**src/rtl/bmon_pkg.sv**
```systemverilog
package bmon_pkg;
  typedef struct packed {
    logic timed;     // timeout armed for this cycle
    logic iack;      // interrupt-acknowledge cycle
    logic two_acks;  // 8-bit port word transfer
  } cyc_attr_t;
endpackage

```
**src/rtl/bmon_limit_dec.sv**
```systemverilog
module bmon_limit_dec #(
  parameter int BASE_CLKS = 8,
  parameter int SEL_W     = 2,
  parameter int CNT_W     = 7
) (
  input  logic [SEL_W-1:0] sel_i,
  output logic [CNT_W-1:0] lim_o
);
  localparam int NSEL = 1 << SEL_W;

  logic [CNT_W-1:0] lut [NSEL];

  // inverse coding: all-zero select gives the longest period
  for (genvar g = 0; g < NSEL; g++) begin : g_lut
    assign lut[g] = CNT_W'(BASE_CLKS << (NSEL - 1 - g));
  end

  assign lim_o = lut[sel_i];
endmodule

```
**src/rtl/bmon_counter.sv**
```systemverilog
module bmon_counter #(
  parameter int CNT_W = 7
) (
  input  logic             clk_i,
  input  logic             rst_ni,
  input  logic             clr_i,
  input  logic             inc_i,
  output logic [CNT_W-1:0] cnt_o
);
  localparam logic [CNT_W-1:0] CNT_MAX = '1;

  always_ff @(posedge clk_i or negedge rst_ni) begin
    if (!rst_ni)                         cnt_o <= '0;
    else if (clr_i)                      cnt_o <= '0;
    else if (inc_i && cnt_o != CNT_MAX)  cnt_o <= cnt_o + CNT_W'(1);  // saturate on untimed cycles
  end
endmodule

```
**src/rtl/bmon_ctrl.sv**
```systemverilog
module bmon_ctrl
  import bmon_pkg::*;
#(
  parameter int CNT_W   = 7,
  parameter int ARB_WIN = 4
) (
  input  logic             clk_i,
  input  logic             rst_ni,
  input  logic             start_i,
  input  logic             local_i,
  input  cyc_attr_t        attr_i,
  input  logic             ack_i,
  input  logic             arb_i,
  input  logic [CNT_W-1:0] lim_i,
  input  logic [CNT_W-1:0] cnt_i,
  output logic             clr_o,
  output logic             inc_o,
  output logic             active_o,
  output logic             armed_o,
  output logic             iack_o,
  output logic [CNT_W-1:0] lim_o,
  output logic             berr_o
);
  localparam logic [CNT_W-1:0] ARB_LAST = CNT_W'(ARB_WIN - 1);

  logic      active_q, half_q, arb_q;
  cyc_attr_t attr_q;
  logic [CNT_W-1:0] lim_q;
  logic      open_c, ack_done, tmo_hit, spur_hit, close_c;

  assign open_c   = !active_q && start_i && local_i;
  assign ack_done = active_q && ack_i && (!attr_q.two_acks || half_q);
  // acknowledge on the terminal edge takes priority over either error
  assign tmo_hit  = active_q && attr_q.timed && (cnt_i == lim_q - CNT_W'(1)) && !ack_done;
  assign spur_hit = active_q && attr_q.iack && !arb_q && !arb_i &&
                    (cnt_i == ARB_LAST) && !ack_done;
  assign close_c  = ack_done || tmo_hit || spur_hit;

  always_ff @(posedge clk_i or negedge rst_ni) begin
    if (!rst_ni) begin
      active_q <= 1'b0;
      half_q   <= 1'b0;
      arb_q    <= 1'b0;
      attr_q   <= '0;
      lim_q    <= '0;
      berr_o   <= 1'b0;
    end else begin
      berr_o <= tmo_hit || spur_hit;
      if (open_c) begin
        active_q <= 1'b1;
        half_q   <= 1'b0;
        arb_q    <= 1'b0;
        attr_q   <= attr_i;
        lim_q    <= lim_i;
      end else if (active_q) begin
        if (ack_i) half_q <= 1'b1;
        if (arb_i) arb_q  <= 1'b1;
        if (close_c) active_q <= 1'b0;
      end
    end
  end

  assign clr_o    = open_c;
  assign inc_o    = active_q && !close_c;
  assign active_o = active_q;
  assign armed_o  = attr_q.timed;
  assign iack_o   = attr_q.iack;
  assign lim_o    = lim_q;
endmodule

```
**src/rtl/bus_timeout_mon.sv**
```systemverilog
module bus_timeout_mon
  import bmon_pkg::*;
#(
  parameter int BASE_CLKS = 8,
  parameter int SEL_W     = 2,
  parameter int ARB_WIN   = 4
) (
  input  logic             clk_i,
  input  logic             rst_ni,
  input  logic             cyc_start_i,
  input  logic             cyc_local_i,
  input  logic             cyc_ext_i,
  input  logic             port8_i,
  input  logic             iack_i,
  input  logic [SEL_W-1:0] tmo_sel_i,
  input  logic             mon_en_i,
  input  logic             data_ack_i,
  input  logic             avec_ack_i,
  input  logic             irq_arb_i,
  output logic             berr_o
);
  localparam int NSEL    = 1 << SEL_W;
  localparam int MAX_LIM = BASE_CLKS << (NSEL - 1);
  localparam int CNT_W   = $clog2(MAX_LIM + 1);

  cyc_attr_t        attr;
  logic [CNT_W-1:0] lim_sel, lim_q, cnt;
  logic             clr, inc, active, armed, iack_q;

  assign attr.timed    = !cyc_ext_i || mon_en_i;
  assign attr.iack     = iack_i;
  assign attr.two_acks = port8_i;

  bmon_limit_dec #(.BASE_CLKS(BASE_CLKS), .SEL_W(SEL_W), .CNT_W(CNT_W)) u_dec (
    .sel_i (tmo_sel_i),
    .lim_o (lim_sel)
  );

  bmon_counter #(.CNT_W(CNT_W)) u_cnt (
    .clk_i  (clk_i),
    .rst_ni (rst_ni),
    .clr_i  (clr),
    .inc_i  (inc),
    .cnt_o  (cnt)
  );

  bmon_ctrl #(.CNT_W(CNT_W), .ARB_WIN(ARB_WIN)) u_ctrl (
    .clk_i    (clk_i),
    .rst_ni   (rst_ni),
    .start_i  (cyc_start_i),
    .local_i  (cyc_local_i),
    .attr_i   (attr),
    .ack_i    (data_ack_i || avec_ack_i),
    .arb_i    (irq_arb_i),
    .lim_i    (lim_sel),
    .cnt_i    (cnt),
    .clr_o    (clr),
    .inc_o    (inc),
    .active_o (active),
    .armed_o  (armed),
    .iack_o   (iack_q),
    .lim_o    (lim_q),
    .berr_o   (berr_o)
  );
endmodule

```
**config.mk**
```make
export PLATFORM = sky130hd
export DESIGN_NAME = bus_timeout_mon
export DESIGN_NICKNAME = d
export VERILOG_FILES = /design/src/rtl/bmon_pkg.sv /design/src/rtl/bmon_limit_dec.sv /design/src/rtl/bmon_counter.sv /design/src/rtl/bmon_ctrl.sv /design/src/rtl/bus_timeout_mon.sv
export SDC_FILE = /design/constraint.sdc
export NUM_CORES = 1
export LEC_CHECK = 0
export ABC_CLOCK_PERIOD_IN_PS = 3200
export BUFFER_PORTS_ARGS = -buffer_cell sky130_fd_sc_hd__buf_2
export CAP_MARGIN = 20
export CELL_PAD_IN_SITES_DETAIL_PLACEMENT = 1
export CELL_PAD_IN_SITES_GLOBAL_PLACEMENT = 2
export CORE_MARGIN = 1
export CORE_UTILIZATION = 37
export CTS_CLUSTER_DIAMETER = 30
export DETAILED_ROUTE_END_ITERATION = 10
export PLACE_DENSITY_LB_ADDON = 0.1
export SYNTH_ARGS = -nofsm -noshare
export SYNTH_HDL_FRONTEND = slang
export SYNTH_SLANG_ARGS = --single-unit
```
**constraint.sdc**
```tcl
create_clock -name clk_i -period 3.2 [get_ports clk_i]
set_clock_uncertainty 0.1 [all_clocks]
set_input_delay 0.64 -clock clk_i [delete_from_list [all_inputs] [get_ports clk_i]]
set_output_delay 0.64 -clock clk_i [all_outputs]
set_load 0.005 [all_outputs]
```
* Word-level counts from Yosys, hierarchy flattened
Cells that the tools add are included.
** Storage, ports and cells
- Flip-flop bits (word level) :: 21
- Input bits :: 13
- Logic and storage cells :: 63
- Output and inout port bits :: 1
** Operators by class
- Muxes and demuxes :: 14
- Reduce and logical (&&, ||, !) cells :: 33
- Magnitude comparators :: 1
- Bitwise logic cells :: 1
- Equality and inequality tests :: 3
- Add/sub/neg operators :: 2
** Operators by type and width (number)
- 2-to-1 mux 7 bit :: 4
- binary-select mux 7 bit (select 2 bit) :: 1
- logical AND 1 bit :: 14
- 2-to-1 mux 1 bit :: 9
- nonzero test 2 bit :: 4
- adder 7 x 1 -> 7 bit (second input constant) :: 1
- equality test 7 x 2 -> 1 bit (second input constant) :: 1
- equality test 7 bit :: 1
- zero test 1 bit :: 7
- != test 7 bit (second input constant) :: 1
- subtractor 7 x 1 -> 7 bit (second input constant) :: 1
- logical OR 1 bit :: 6
- AND reduction 2 bit :: 2
- >= comparator 3 bit (second input constant) :: 1
- inverter 2 -> 3 bit :: 1

* Longest topological paths before layout
- Depth after elaboration :: 12
- Depth in mapped cells :: 8
- Mapped depth without buffers :: 7

* Modules after synthesis
A second synthesis with hierarchy kept.
** Unflattened totals
- Cell total of the unflattened synthesis :: 141
- Area total of the unflattened synthesis :: 1261.2 um2
** Modules (own cells, without submodules)
- bmon_ctrl :: sequential area each 350.3 um2, cells each 90, area each 768.2 um2, times used 1
- bmon_counter :: sequential area each 175.2 um2, cells each 41, area each 427.9 um2, times used 1
- bmon_limit_dec :: sequential area each 0.0 um2, cells each 8, area each 52.6 um2, times used 1
- bus_timeout_mon :: sequential area each 0.0 um2, cells each 2, area each 12.5 um2, times used 1

* Worst setup path before layout
No wires, ideal clock.
- Path type :: register to register
- From :: register u_ctrl.lim_q[3] (netlist: u_ctrl.lim_o[3])
- To :: register u_cnt.cnt_o[1]
- Data arrival time :: 1.912 ns
- Path buffers :: 1
- Required time :: 2.980 ns
- Period minus slack after synthesis :: 2.131 ns
- Setup time :: 0.120 ns
- Cell stages (with the launch flop) :: 9
- Path slack :: 1.069 ns
- Cell sequence :: dfrtp_1 > inv_1 > ha_1 > xor2_1 > nand4_1 > or4_4 > buf_6 > and3_4 > a31o_1
** On the way
- Longest elaborated chain between the ends :: 10
** Ends and longest elaborated chain
- from (decl) :: RTL line bmon_ctrl.sv:28 : logic [CNT_W-1:0] lim_q;
- from (signal assigned) :: RTL line bmon_ctrl.sv:54 : lim_q <= lim_i;
- subtractor 7 x 1 -> 7 bit :: RTL line bmon_ctrl.sv:34 : assign tmo_hit = active_q && attr_q.timed && (cnt_i == lim_q - CNT_W'(1)) && !ack_done;
- equality test 7 bit :: RTL line bmon_ctrl.sv:34
- logical AND 1 bit (2 in a row) :: RTL line bmon_ctrl.sv:34
- logical OR 1 bit (2 in a row) :: RTL line bmon_ctrl.sv:37 : assign close_c = ack_done || tmo_hit || spur_hit;
- zero test 1 bit :: RTL line bmon_ctrl.sv:64 : assign inc_o = active_q && !close_c;
- logical AND 1 bit :: RTL line bmon_ctrl.sv:64
- logical AND 1 bit :: RTL line bmon_counter.sv:15 : else if (inc_i && cnt_o != CNT_MAX) cnt_o <= cnt_o + CNT_W'(1);
- nonzero test 2 bit (no line)
- to (signal assigned) :: RTL line bmon_counter.sv:15
- to (decl) :: RTL line bmon_counter.sv:8 : output logic [CNT_W-1:0] cnt_o
Every way passes these cells.
A chain may end at the register's enable or synchronous reset.

* Worst setup path in the final report
Same ends and word-level chain as after synthesis.

==> flow_summary.yaml <==
worst_setup_path:
  critical_path.max_fanout: 9
  setup.worst_path.start_class: "register"
  critical_path.reg2reg.endpoint: "u_cnt.cnt_o[1]"
  crit_required_ns: 3.30
  setup.worst_path.class: "reg -> reg"
  worstReg2RegStart: "u_ctrl.lim_o[3]"
  critPathArrivalTime_ns: 2.33
  crit_end_category: "register"
  register_to_register_path_depth: 7
  reg2reg_setup_slack_ns: 0.98
power_and_ir_drop:
  leakagePower_nw: 0.5209
  power_density_nw_per_um2: 526.6
  ir_drop_mv: 0.2609
floorplanning:
  die_area_um2: 2812
  placementRows: 18
  design.portCount: 14
  chipHeight_um: 53.03
  floorplan.core_area_um2: 2477
  initial_core_util_pct: 38.89
  floorplan.die.width_um: 53.03
sta:
  min_period_over_period_pct: 69.49
  unrepaired_setup_endpoints_after_global_routing: "no"
  finalSetupViolations: 0
  slew_headroom_pct: 49.06
  tightestPinTransition_ns: 0.7614
  final-hold-violation-count: 0
  period_minus_slack_ns: 2.224
  final-max-slew-violation-count: 0
  timing.setup.tns_ns: 0
  fmax_ghz: 0.4497
cts:
  numClockSinks: 18
  cts-resized-gates: 0
  tritoncts.num_buffers: 3
  insertion_delay_ns: 0.30
  postCtsSetupRepairBufs: 0
  clock_tree.root_cell: "sky130_fd_sc_hd__clkbuf_4"
  cts_max_level: 1
  clk_pin_slew_ns: 0.11
  cts_hold_repair.buffers: 0
  cts.path.max_buffers: 2
  tritoncts: "built"
synth:
  synth-edff-count: 0
  postSynthRegisterBits: 18
  synthArstFlopShare_pct: 100.0
  syn_area_um2: 963.4
  synth_top_area_cell: "sky130_fd_sc_hd__dfrtp_1"
  ys_seq_area_share_pct: 46.75
  postSynth.topFlopCell: "sky130_fd_sc_hd__dfrtp_1"
  yosysTopAreaCellShare_pct: 46.75
  synth_nets: 114
  synth.area.top_cells: "sky130_fd_sc_hd__dfrtp_1 47%, sky130_fd_sc_hd__nand2_1 7.0%, sky130_fd_sc_hd__xnor2_1 4.5%"
  postSynthAreaPerCell_um2: 9.732
  synthCells: 99
  synth_warnings: 0
  post_synth_num_cell_types: 35
  synth_common_cells: "18 x sky130_fd_sc_hd__dfrtp_1, 18 x sky130_fd_sc_hd__nand2_1, 7 x sky130_fd_sc_hd__nor2_1"
routing:
  route.detailed.drc: 0
  dr_total_vias: 743
  dr.first_iter.drc_count: 5
  drt_first_pass_iters: 4
  drt-vias-per-instance: 5.232
  wl_per_cell_um: 13.79
  route.final.wire_length_mm: 1.958
  final_antenna_net_count: 0
hold_path:
  hold_path.class: "in -> async"
global_routing:
  first_global_vias: 737
  track_usage_pct: 17.47
  global_route_wire_length_before_repair_mm: 3.415
  antenna_found_initial: 0
  grt.overflow.total: 0
  largest_net_degree_at_the_start_of_global_routing: 19
placement:
  detailedPlacementHpwl_mm: 1.437
  finalWeightedCongestion: 0.7211
  placed_cells: 138
  io_buffer_count: 13
flow_run:
  cap_violations: 0
cells_and_area:
  total_number_of_nets_in_the_final_design: 128
  area_growth_pct: 11.56
  antennaDiodeCount: 0
  number_of_standard_cells_in_the_layout_taps_in_and_fillers_out: 142
  layout-drive-gt1-share_pct: 22.32
run_status:
  outcome: "finished clean"
## per-stage QoR
step                      utilization (%)  total power [mW]  area [um2]  setup slack [ns]  hold slack [ns]
final                               43.38            0.5660        1075            0.9764           0.1517
after global routing                43.38            0.6119        1075            0.8869           0.1672
after floorplan                         -            0.3911       963.4             1.069           0.2444
after global placement              41.92            0.4255        1039            0.9678           0.3510
after detailed placement            41.92            0.4299        1039            0.9931           0.3634
after CTS                           43.38            0.5781        1075            0.9691           0.1671
## placed cells by master, fill, tap and decap left out
master                      Yosys  final
sky130_fd_sc_hd__nor2b_1        1      1
sky130_fd_sc_hd__nand3_1        3      3
sky130_fd_sc_hd__a31o_1         1      1
sky130_fd_sc_hd__nor4_2         1      1
sky130_fd_sc_hd__dfrtp_1       18     18
sky130_fd_sc_hd__a31oi_1        2      2
sky130_fd_sc_hd__a41o_1         1      1
sky130_fd_sc_hd__a311oi_2       1      1
sky130_fd_sc_hd__buf_2          0     13
sky130_fd_sc_hd__and2_1         1      1
sky130_fd_sc_hd__nand2_1       18     18
sky130_fd_sc_hd__o21a_1         1      1
sky130_fd_sc_hd__nand3b_1       2      2
sky130_fd_sc_hd__xor2_1         1      1
sky130_fd_sc_hd__nor2_1         7      7
sky130_fd_sc_hd__and3_4         1      1
sky130_fd_sc_hd__o21ai_0        5      5
sky130_fd_sc_hd__and3_2         1      1
sky130_fd_sc_hd__mux2i_1        4      4
sky130_fd_sc_hd__or2_2          1      1
sky130_fd_sc_hd__or4b_1         1      1
sky130_fd_sc_hd__nor3_2         1      1
sky130_fd_sc_hd__o31ai_1        1      1
sky130_fd_sc_hd__xnor2_1        5      5
sky130_fd_sc_hd__nand4_1        3      3
sky130_fd_sc_hd__or4_4          1      1
sky130_fd_sc_hd__ha_1           2      2
sky130_fd_sc_hd__nand4bb_1      1      1
sky130_fd_sc_hd__o21ai_1        1      1
sky130_fd_sc_hd__nand2b_1       1      1
sky130_fd_sc_hd__nand2_2        1      1
sky130_fd_sc_hd__inv_1          5      5
sky130_fd_sc_hd__a21oi_1        2      2
sky130_fd_sc_hd__clkbuf_8       0      1
sky130_fd_sc_hd__clkbuf_4       0      3
## where the power goes
part,leakage [nW],internal [mW],switching (mW)
clock network,0.0210,0.0694,0.0740
registers,0.234,0.267,0.0332
logic,0.266,0.0601,0.0622
total,0.521,0.397,0.169
## layer usage
metal	routed length [um]	global-route usage (%)
met1	952	22.06
met2	912	28.48
met3	73	5.172
met4	20	5.263
met5	0	0
## final cells by class
| type | count | area (um2) |
|---|---|---|
| flip-flops and latches | 18 | 450.4 |
| inverters | 5 | 18.77 |
| multi-input cells | 72 | 466.7 |
| well taps | 30 | 37.54 |
| clock buffers | 4 | 36.28 |
| fillers | 305 | 1403 |
| repair buffers | 13 | 65.06 |
## worst max-delay path, cell delays in order (launching register included)
cell                      delay [ns]
sky130_fd_sc_hd__dfrtp_1        0.41
sky130_fd_sc_hd__inv_1          0.07
sky130_fd_sc_hd__ha_1           0.30
sky130_fd_sc_hd__xor2_1         0.16
sky130_fd_sc_hd__nand4_1        0.11
sky130_fd_sc_hd__or4_4          0.60
sky130_fd_sc_hd__and3_4         0.20
sky130_fd_sc_hd__a31o_1         0.17
## how the worst max path moves through the flow
stage | start | to | slack (ns) | cells after the start
final | u_ctrl.lim_o[3] | u_cnt.cnt_o[1] | 0.98 | 7
after global routing | u_ctrl.lim_o[3] | u_cnt.cnt_o[1] | 0.89 | 7
after CTS | u_ctrl.lim_o[3] | u_cnt.cnt_o[1] | 0.97 | 7
after detailed placement | u_ctrl.lim_o[3] | u_cnt.cnt_o[1] | 0.99 | 7
after global placement | u_ctrl.lim_o[3] | u_cnt.cnt_o[1] | 0.97 | 7
after floorplan | u_ctrl.lim_o[3] | u_cnt.cnt_o[1] | 1.07 | 8
## state kept, by name, indices dropped and copies added, names as in the netlist
| register | cells |
|---|---|
| u_cnt.cnt_o | 7 |
| u_ctrl.lim_o | 4 |
| u_ctrl.active_o | 1 |
| u_ctrl.arb_q | 1 |
| u_ctrl.armed_o | 1 |
| u_ctrl.attr_q | 1 |
| u_ctrl.berr_o | 1 |
| u_ctrl.half_q | 1 |
| u_ctrl.iack_o | 1 |
## cells by family after synthesis
family                   count (synthesis)  synth area share [%]
flip-flops                              18                 46.75
XOR/XNOR                                 6                 5.455
AO/OA/AOI/OAI                           15                 10.52
multiplexers                             4                 4.156
buffers and inverters                    9                 4.806
adder cells (fa/ha/maj)                  2                 2.597
AND/OR/NAND/NOR                         45                 25.72
Note: power is estimated with default switching activity, not from simulation.
